<file path="config.mk">
export PLATFORM = sky130hd
export DESIGN_NAME = lsr_flag_unit
export DESIGN_NICKNAME = d
export VERILOG_FILES = /design/src/rtl/lsr_flag_pkg.sv /design/src/rtl/lsr_tx_flags.sv /design/src/rtl/lsr_tag_queue.sv /design/src/rtl/lsr_err_summary.sv /design/src/rtl/lsr_flag_unit.sv
export SDC_FILE = /design/constraint.sdc
export NUM_CORES = 1
export LEC_CHECK = 0
export BUFFER_PORTS_ARGS = -buffer_cell sky130_fd_sc_hd__buf_4
export CORE_AREA = 5 5 90 92
export CTS_CLUSTER_SIZE = 40
export DETAILED_ROUTE_END_ITERATION = 10
export DIE_AREA = 0 0 95 97
export SYNTH_ARGS = -nofsm -noshare
export SYNTH_HDL_FRONTEND = slang
export SYNTH_SLANG_ARGS = --single-unit
</file>
<file path="constraint.sdc">
create_clock -name clk -period 3.6 [get_ports clk]
set_clock_uncertainty 0.15 [all_clocks]
set_input_delay 0.9 -clock clk [delete_from_list [all_inputs] [get_ports clk]]
set_output_delay 0.9 -clock clk [all_outputs]
set_load 0.005 [all_outputs]
</file>
<file path="src/rtl/lsr_flag_pkg.sv">
package lsr_flag_pkg;
  localparam int unsigned RX_DEPTH = 16;
  localparam int unsigned TAG_W    = 3;

  localparam int unsigned TAG_PARITY  = 0;
  localparam int unsigned TAG_FRAMING = 1;
  localparam int unsigned TAG_BREAK   = 2;

  typedef logic [TAG_W-1:0] err_tag_t;

  function automatic logic tag_is_errored(input err_tag_t t);
    return t[TAG_PARITY] | t[TAG_FRAMING] | t[TAG_BREAK];
  endfunction
endpackage

</file>
<file path="src/rtl/lsr_tx_flags.sv">
module lsr_tx_flags (
  input  logic clk,
  input  logic rst,
  input  logic thr_wr,
  input  logic thr_empty,
  input  logic tsr_empty,
  output logic thre,
  output logic temt
);
  logic empty_prev_q;
  logic empty_rise;
  logic thre_d;

  assign empty_rise = thr_empty & ~empty_prev_q;

  always_comb begin
    thre_d = thre;
    if (thr_wr)          thre_d = 1'b0;
    else if (empty_rise) thre_d = 1'b1;
  end

  always_ff @(posedge clk) begin
    if (rst) begin
      empty_prev_q <= 1'b1;
      thre         <= 1'b1;
      temt         <= 1'b1;
    end else begin
      empty_prev_q <= thr_empty;
      thre         <= thre_d;
      temt         <= thre_d & tsr_empty;
    end
  end

  // a write always leaves the holding stage occupied next cycle
  a_r2_write_clears: assert property (@(posedge clk) disable iff (rst)
    thr_wr |=> !thre);
  // a write also clears the transmitter-empty flag
  a_r4_write_clears_temt: assert property (@(posedge clk) disable iff (rst)
    thr_wr |=> !temt);
  // transmitter-empty only rises while the shift register is empty
  a_r4_temt_needs_tsr: assert property (@(posedge clk) disable iff (rst)
    !tsr_empty |=> !temt);
  // holding-empty never rises without an empty indication
  a_r3_rise_needs_empty: assert property (@(posedge clk) disable iff (rst)
    (!thre && !thr_empty) |=> !thre);
endmodule

</file>
<file path="src/rtl/lsr_tag_queue.sv">
module lsr_tag_queue
  import lsr_flag_pkg::*;
#(
  parameter int unsigned DEPTH = RX_DEPTH,
  parameter int unsigned TW    = TAG_W
) (
  input  logic                           clk,
  input  logic                           rst,
  input  logic                           enable,
  input  logic                           push,
  input  logic [TW-1:0]                  push_tag,
  input  logic                           pop,
  output logic [$clog2(DEPTH+1)-1:0]     err_cnt_q,
  output logic [$clog2(DEPTH+1)-1:0]     err_cnt_d
);
  localparam int unsigned AW = (DEPTH > 1) ? $clog2(DEPTH) : 1;
  localparam int unsigned CW = $clog2(DEPTH+1);
  localparam logic [CW-1:0] FULL_CNT = CW'(DEPTH);
  localparam logic [AW-1:0] LAST_PTR = AW'(DEPTH-1);

  logic [TW-1:0] tag_mem [DEPTH];
  logic [AW-1:0] wr_ptr, rd_ptr;
  logic [CW-1:0] occ_q;
  logic          pop_ok, push_ok;
  logic          head_err, push_err;

  assign pop_ok   = enable & pop & (occ_q != '0);
  assign push_ok  = enable & push & ((occ_q != FULL_CNT) | pop_ok);
  assign head_err = |tag_mem[rd_ptr];
  assign push_err = |push_tag;

  function automatic logic [AW-1:0] ptr_next(input logic [AW-1:0] p);
    return (p == LAST_PTR) ? '0 : p + 1'b1;
  endfunction

  always_comb begin
    if (!enable) begin
      err_cnt_d = '0;
    end else begin
      err_cnt_d = err_cnt_q;
      if (push_ok && push_err)  err_cnt_d = err_cnt_d + 1'b1;
      if (pop_ok  && head_err)  err_cnt_d = err_cnt_d - 1'b1;
    end
  end

  always_ff @(posedge clk) begin
    if (push_ok) tag_mem[wr_ptr] <= push_tag;
  end

  always_ff @(posedge clk) begin
    if (rst || !enable) begin
      wr_ptr    <= '0;
      rd_ptr    <= '0;
      occ_q     <= '0;
      err_cnt_q <= '0;
    end else begin
      if (push_ok) wr_ptr <= ptr_next(wr_ptr);
      if (pop_ok)  rd_ptr <= ptr_next(rd_ptr);
      case ({push_ok, pop_ok})
        2'b10:   occ_q <= occ_q + 1'b1;
        2'b01:   occ_q <= occ_q - 1'b1;
        default: occ_q <= occ_q;
      endcase
      err_cnt_q <= err_cnt_d;
    end
  end

  // occupancy never passes the queue depth
  a_r9_no_overflow: assert property (@(posedge clk) disable iff (rst)
    occ_q <= FULL_CNT);
  // a pop on an empty queue leaves it empty
  a_r9_pop_empty: assert property (@(posedge clk) disable iff (rst)
    (occ_q == '0 && !push) |=> occ_q == '0);
  // errored entries are a subset of queued entries
  a_r10_err_le_occ: assert property (@(posedge clk) disable iff (rst)
    err_cnt_q <= occ_q);
  // plain mode flushes the queue
  a_r5_flush: assert property (@(posedge clk) disable iff (rst)
    !enable |=> (occ_q == '0 && err_cnt_q == '0));
endmodule

</file>
<file path="src/rtl/lsr_err_summary.sv">
module lsr_err_summary #(
  parameter int unsigned CW = 5
) (
  input  logic          clk,
  input  logic          rst,
  input  logic          fifo_mode,
  input  logic          lsr_rd,
  input  logic [CW-1:0] err_cnt_d,
  input  logic [CW-1:0] err_cnt_q,
  output logic          err_flag
);
  logic pending;
  logic keep;

  assign pending = (err_cnt_d != '0);
  assign keep    = err_flag & ~lsr_rd;

  always_ff @(posedge clk) begin
    if (rst) err_flag <= 1'b0;
    else     err_flag <= fifo_mode & (pending | keep);
  end

  // plain mode forces the summary to zero
  a_r5_plain_zero: assert property (@(posedge clk) disable iff (rst)
    !fifo_mode |=> !err_flag);
  // the summary only rises once the queue holds an errored entry
  a_r6_rise_has_cause: assert property (@(posedge clk) disable iff (rst)
    $rose(err_flag) |-> (err_cnt_q != '0));
  // a read does not clear while errored entries remain
  a_r7_read_keeps: assert property (@(posedge clk) disable iff (rst)
    (fifo_mode && err_flag && err_cnt_d != '0) |=> err_flag);
  // without a read the summary is sticky in FIFO mode
  a_r8_sticky: assert property (@(posedge clk) disable iff (rst)
    (fifo_mode && err_flag && !lsr_rd) |=> err_flag);
endmodule

</file>
<file path="src/rtl/lsr_flag_unit.sv">
module lsr_flag_unit
  import lsr_flag_pkg::*;
#(
  parameter int unsigned DEPTH = RX_DEPTH,
  parameter int unsigned TW    = TAG_W
) (
  input  logic          clk,
  input  logic          rst,
  input  logic          fifo_mode,
  input  logic          thr_wr,
  input  logic          thr_empty,
  input  logic          tsr_empty,
  input  logic          rx_push,
  input  logic [TW-1:0] rx_push_tag,
  input  logic          rx_pop,
  input  logic          lsr_rd,
  output logic          thre,
  output logic          temt,
  output logic          rx_err_any
);
  localparam int unsigned CW = $clog2(DEPTH+1);

  logic [CW-1:0] err_cnt_q;
  logic [CW-1:0] err_cnt_d;

  lsr_tx_flags tx_i (
    .clk       (clk),
    .rst       (rst),
    .thr_wr    (thr_wr),
    .thr_empty (thr_empty),
    .tsr_empty (tsr_empty),
    .thre      (thre),
    .temt      (temt)
  );

  lsr_tag_queue #(.DEPTH(DEPTH), .TW(TW)) queue_i (
    .clk       (clk),
    .rst       (rst),
    .enable    (fifo_mode),
    .push      (rx_push),
    .push_tag  (rx_push_tag),
    .pop       (rx_pop),
    .err_cnt_q (err_cnt_q),
    .err_cnt_d (err_cnt_d)
  );

  lsr_err_summary #(.CW(CW)) sum_i (
    .clk       (clk),
    .rst       (rst),
    .fifo_mode (fifo_mode),
    .lsr_rd    (lsr_rd),
    .err_cnt_d (err_cnt_d),
    .err_cnt_q (err_cnt_q),
    .err_flag  (rx_err_any)
  );

  // leaving reset the flags show an idle transmitter and no errors
  a_r1_reset_state: assert property (@(posedge clk)
    rst |=> (thre && temt && !rx_err_any));
endmodule

</file>
* Yosys cells after proc, flatten, opt, wreduce, memory -nomap -nowiden *
Memory sizes are Yosys's and may differ from the RTL's. A register that Yosys moved wholly into a read port is not among the register bits.
Index checks and enable logic that the tools add are counted.
W data, S select, Z words.

storage, ports and cells
  register bits after elaboration = 22
  memory bits (writable) = 48
  bits of input ports = 12
  output and inout bits = 3
  logic and storage cells = 54
  memories kept = 1

memories
  memory           depth  bits a word  read ports  clocked after Yosys merged registers in  write ports  line                 RTL
  queue_i.tag_mem  16     3            1           1                                        1            lsr_tag_queue.sv:21  logic [TW-1:0] tag_mem [DEPTH];

cells by class
  $add $sub $neg = 6
  equal/unequal tests = 5
  multiplexer cells = 13
  bitwise operators = 12
  reduce and logical (&&, ||, !) cells = 9

operator list
  operator               number
  $mux W5                4
  $mux W4                4
  $add A5 B1 Y5 const B  2
  $pmux W5 S2            1
  $reduce_bool A5 Y1     2
  $sub A5 B1 Y5 const B  2
  $add A4 B1 Y4 const B  2
  $and A1 B1 Y1          8
  $eq A4 B4 Y1 const B   2
  $reduce_or A3 Y1       2
  $ne A5 B5 Y1 const B   1
  $mux W1                4
  $eq A2 B1 Y1 const B   1
  $eq A2 B2 Y1 const B   1
  $logic_and A1 B1 Y1    2
  $not A1 Y1             2
  $or A1 B1 Y1           2
  $reduce_bool A2 Y1     1
  $logic_not A1 Y1       1
  $logic_or A1 B1 Y1     1

* Depth between registers and ports, before layout *
  depth in word-level cells = 13
  mapped depth = 11
  depth with buffers taken out = 11

* Hierarchy *
Synthesis repeated with hierarchy kept, for this count alone.

unflattened totals
  cell total of the unflattened synthesis = 258
  area, all modules = 3265.6 um2

modules (own cells, without submodules)
  module           instances  cells an instance  area an instance (um2)  seq. area each (um2)
  lsr_tag_queue    1          244                3106.7                  1881.8
  lsr_tx_flags     1          9                  111.4                   60.1
  lsr_err_summary  1          5                  47.5                    20.0

* Least setup slack after synthesis *
Ideal clock, no wire load.

  path type = input to register
  from = input rx_push_tag[1]
  to = register sum_i.err_flag
  library setup time = 0.133 ns
  arrival time = 2.512 ns
  required time = 3.317 ns
  slack = 0.806 ns
  stages on the path = 8
  path buffers = 0
  cells stage by stage = o311ai_0 > a21oi_1 > mux2i_1 > ha_1 > inv_1 > and4bb_2 > mux2i_1 > a31oi_1

between the ends
  longest elaborated chain between the ends = 10

RTL lines
  element                 line                   RTL
  start: declaration      lsr_flag_unit.sv:14    input logic [TW-1:0] rx_push_tag,
  $reduce_or A3 Y1 *      lsr_tag_queue.sv:30    assign push_err = |push_tag;
  $logic_and A1 B1 Y1 *   lsr_tag_queue.sv:41    if (push_ok && push_err) err_cnt_d = err_cnt_d + 1'b1;
  $mux W5 *               lsr_tag_queue.sv:41
  $mux W5 *               lsr_tag_queue.sv:37    if (!enable) begin
  $sub A5 B1 Y5           lsr_tag_queue.sv:42    if (pop_ok && head_err) err_cnt_d = err_cnt_d - 1'b1;
  $mux W5 *               lsr_tag_queue.sv:42
  $mux W5 *               lsr_tag_queue.sv:37
  $reduce_bool A5 Y1 *    lsr_err_summary.sv:15  assign pending = (err_cnt_d != '0);
  $or A1 B1 Y1 *          lsr_err_summary.sv:20  else err_flag <= fifo_mode & (pending | keep);
  $and A1 B1 Y1 *         lsr_err_summary.sv:20
  end signal: assignment  lsr_err_summary.sv:20
  end: declaration        lsr_err_summary.sv:10  output logic err_flag

Every way passes the cells marked *; elsewhere a longest branch is shown, timed or not. The select of a mux whose other input is x is not followed.
A chain may end at the register's enable or synchronous reset.

* Final worst setup path *
  from = register queue_i.occ_q[0]
  to = register queue_i.occ_q[4]

between the ends
  longest elaborated chain between the ends = 6
  elaborated cells between the ends (all ways) = 11
  those cells by class = 2 x add/sub; 3 x eq/ne; 1 x mux; 3 x bitwise; 2 x reduce/logical

RTL lines
  element                                                   line                 RTL
  start: declaration                                        lsr_tag_queue.sv:23  logic [CW-1:0] occ_q;
  start signal: assignment                                  lsr_tag_queue.sv:60  2'b10: occ_q <= occ_q + 1'b1;
  start signal: assignment                                  lsr_tag_queue.sv:61  2'b01: occ_q <= occ_q - 1'b1;
  start signal: assignment                                  lsr_tag_queue.sv:62  default: occ_q <= occ_q;
  $reduce_bool A5 Y1                                        lsr_tag_queue.sv:27  assign pop_ok = enable & pop & (occ_q != '0);
  $and A1 B1 Y1                                             lsr_tag_queue.sv:27
  $or A1 B1 Y1                                              lsr_tag_queue.sv:28  assign push_ok = enable & push & ((occ_q != FULL_CNT) | pop_ok);
  $and A1 B1 Y1                                             lsr_tag_queue.sv:28
  $eq A2 B1 Y1 / $eq A2 B2 Y1 (equally long branches)       lsr_tag_queue.sv:59  case ({push_ok, pop_ok})
  $pmux W5 S2 / $reduce_bool A2 Y1 (equally long branches)  -

Several ways; a longest one is shown, not always the timed one.

==> results by group <==
Timing
  • Final setup violation count: 0
  • Setup tns final: 0 ns
  • Final Max Tran Viols: 0
  • Slew HR: just under 60%
  • Post-route minimum period: between 2 and 3 ns
  • Final WS setup: about 0.63 ns
  • Final Hold Fails: 0
  • Crit share post-route: between 80% and 90%
  • Worst slew pin tran: ~0.61 ns
  • Max Freq: 337 MHz
  • RSZ-0062 raised after global routing: false

Logic synthesis
  • Synth unique cells: 47
  • Post-Synthesis Cells: 245
  • Warnings from Yosys: 0
  • Post-synthesis xor/xnor area fraction: 3.61%
  • Synth Flop Type: edfxtp_1
  • Mapped Area: between 3000 and 4000 um2
  • Syn avg cell area: between 10 and 15 um2
  • Synth Area in Compound Gates: between 8 and 9%
  • Number of flops mapped to enable cells by yosys: 48
  • Sequential area share after synthesis: a little over three fifths
  • Post-synth ARST share: 0%
  • Largest family of logic cells by synthesized area: simple AND/OR/NAND/NOR gates
  • Flops & latches, synth: 74
  • Mux contribution to synthesized area: 1.29%
  • Synthesized-area fraction occupied by adder cells: around 4.7%
  • Syn Nets: between 200 and 300
  • Post-Synth Simple-Gate Area: between 15 and 20%

Clocking
  • Clock Pin Slew Worst Setup and Hold Paths: 0.08 ns
  • TritonCTS clock tree: yes
  • Clk_lat worst skew: between 0.3 and 0.4 ns
  • TritonCTS sink count: 74
  • Clk buf depth: 2
  • Number of hold buffers added after cts: 0
  • CTS root buffer: clkbuf_8
  • Post-CTS resize count: 0
  • Num CTS Buffers: 9
  • Post CTS Setup Buffer Count: 0
  • H-tree levels: 3

Job
  • MaxCap Viol Count: 0

Place
  • DP HPWL: roughly 3.9 mm
  • Pre-CTS setup slack: roughly 0.47 ns
  • PortBufs: 14
  • GP Congestion: approximately 0.77

Finish
  • Filler cells: roughly 670
  • Combined area of the multi-input logic cells: between 1000 and 1500 um2
  • Most frequent cells in the layout: edfxtp_1, nor2_1, dfxtp_1, buf_4, nand2_1
  • Inserted Diodes: 0
  • Nets: 293
  • Total area of sequential cells: 1960 um2
  • Commonest non-fill, non-tap cell in the layout: edfxtp_1
  • Layout cells sized above 1: roughly 17%
  • Final core occ: slightly below 50%
  • Area Overhead vs Synth: 13.9%

Critical path
  • Reg2Reg Depth: 10
  • RR Startpoint: queue_i.occ_q[0]
  • FF-to-FF setup slack: roughly 0.63 ns
  • FF-to-FF End: queue_i.occ_q[4]
  • Crit path arrival time: between 3 and 4 ns
  • WP data required: ~3.7 ns
  • CP Max Fanout: 6
  • Worst Setup End Kind: register
  • CP startpoint kind: register
  • Critical path class: reg2reg

Detailed routing
  • DRT Pass-1 Iters: 4
  • Initial DRC count: 76
  • DRC viols: 0
  • Drt wl/cell: approximately 15 um
  • Vias: slightly below 2k
  • ANT nets after route: 0
  • Vias per Instance: ~5.2
  • Total Wirelength: ~5.6 mm

Die
  • Num ports: 15
  • Row cnt: 31
  • Die height: approximately 97 um
  • Chip width: roughly 95 um
  • Initial Util: 43.7%
  • Core ar.: ~7100 um2
  • Total die area: 9220 um2

Power and ir drop
  • Pwr Density: approximately 460 nW/um2
  • Total power: around 1.6 mW
  • Leak Pwr: between 1 and 1.5 nW
  • Worst vdd ir: between 200 and 250 uV

GRT
  • Global-route wire length before repair: approximately 9.4 mm
  • Overall routing resource usage: a little over an eighth
  • Grt ovf: 0
  • Largest net degree at the start of global routing: 18
  • Number of global-route vias before repair: about 1.9k
  • Initial antenna violation count: 0

Min path
  • HP Class: reg2reg
  • Hold Crit Endpoint: queue_i.rd_ptr[3]
  • Min-delay src: queue_i.rd_ptr[3]
  • Cell count of the worst hold path: 2

Run status
  • Status: finished, final reports clean
[kinds of logic (layout without fill, tap and decap cells)]
logic type,Yosys count,count (layout)
multiplexers,4,4
AO/OA/AOI/OAI,34,34
AND/OR/NAND/NOR,94,94
adder cells (fa/ha/maj),11,11
XOR/XNOR,12,12
buffers and inverters,16,46
flip-flops,74,74
[worst max-delay path: stages (launching register included)]
cell,delay [ns]
dfxtp_1,0.37
or4_1,0.58
o211ai_2,0.36
nor2_1,0.18
ha_1,0.35
nor2b_1,0.14
o21ai_0,0.24
a21oi_1,0.11
a31oi_1,0.18
xor2_1,0.16
nor2_1,0.05
[final cells by class]
class / count / area share (%)
Inverter: 11 / 1.16
Sequential cell: 74 / 55.3
Clock inverter: 6 / 1.87
Tap cell: 99 / 3.49
Clock buffer: 10 / 3.60
Timing Repair Buffer: 19 / 4.02
Multi-Input combinational cell: 155 / 30.6
[Yosys cell counts, types with 4 or more instances]
cell type  count  area share (%)
a21oi_1       11             1.8
clkbuf_1       4            0.48
dfxtp_1       26              17
edfxtp_1      48              46
ha_1          10             4.0
inv_1         11             1.3
mux2i_1        4             1.3
nand2_1       16             1.9
nand2b_1       6             1.2
nor2_1        26             3.1
nor3_1        12             1.9
nor4_1         9             1.8
nor4b_1        7             2.0
xnor2_1        5             1.4
xor2_1         6             1.7
[flip-flops by register name (all words and copies together) (netlist names), named ones only]
name               count
queue_i.occ_q          5
queue_i.rd_ptr         4
sum_i.err_flag         1
tx_i.thre              1
tx_i.temt              1
tx_i.empty_prev_q      1
queue_i.err_cnt_q      5
queue_i.tag_mem       48
queue_i.wr_ptr         4
[metrics by stage]
step / hold WS (ns) / instance area (um2) / instances
finish: 0.367 / 3550 / 374
global route: 0.386 / 3550 / 374
global placement: 0.360 / 3360 / 358
detailed placement: 0.352 / 3360 / 358
CTS: 0.370 / 3550 / 374
floorplan: 0.323 / 3120 / 245
[metal layers]
layer,share of wire [%],GRT usage [%]
met5,0,0
met4,0.80,4.00
met3,3.6,4.19
met2,48,20.8
met1,48,17.9
[worst max-delay path by stage]
stage                                 from                to  cells past startpoint
after global routing      queue_i.occ_q[0]  queue_i.occ_q[4]                     10
after CTS                 queue_i.occ_q[0]  queue_i.occ_q[4]                     10
after global placement           fifo_mode    sum_i.err_flag                      9
after floorplan             rx_push_tag[1]    sum_i.err_flag                      8
after detailed placement         fifo_mode    sum_i.err_flag                      9
final                     queue_i.occ_q[0]  queue_i.occ_q[4]                     10
[where the power goes]
group | switching [mW] | internal, mW
clock network | 0.311 | 0.323
registers | 0.00608 | 0.909
logic | 0.0427 | 0.0353
total | 0.360 | 1.27
Power figures use the tool's default switching activity.
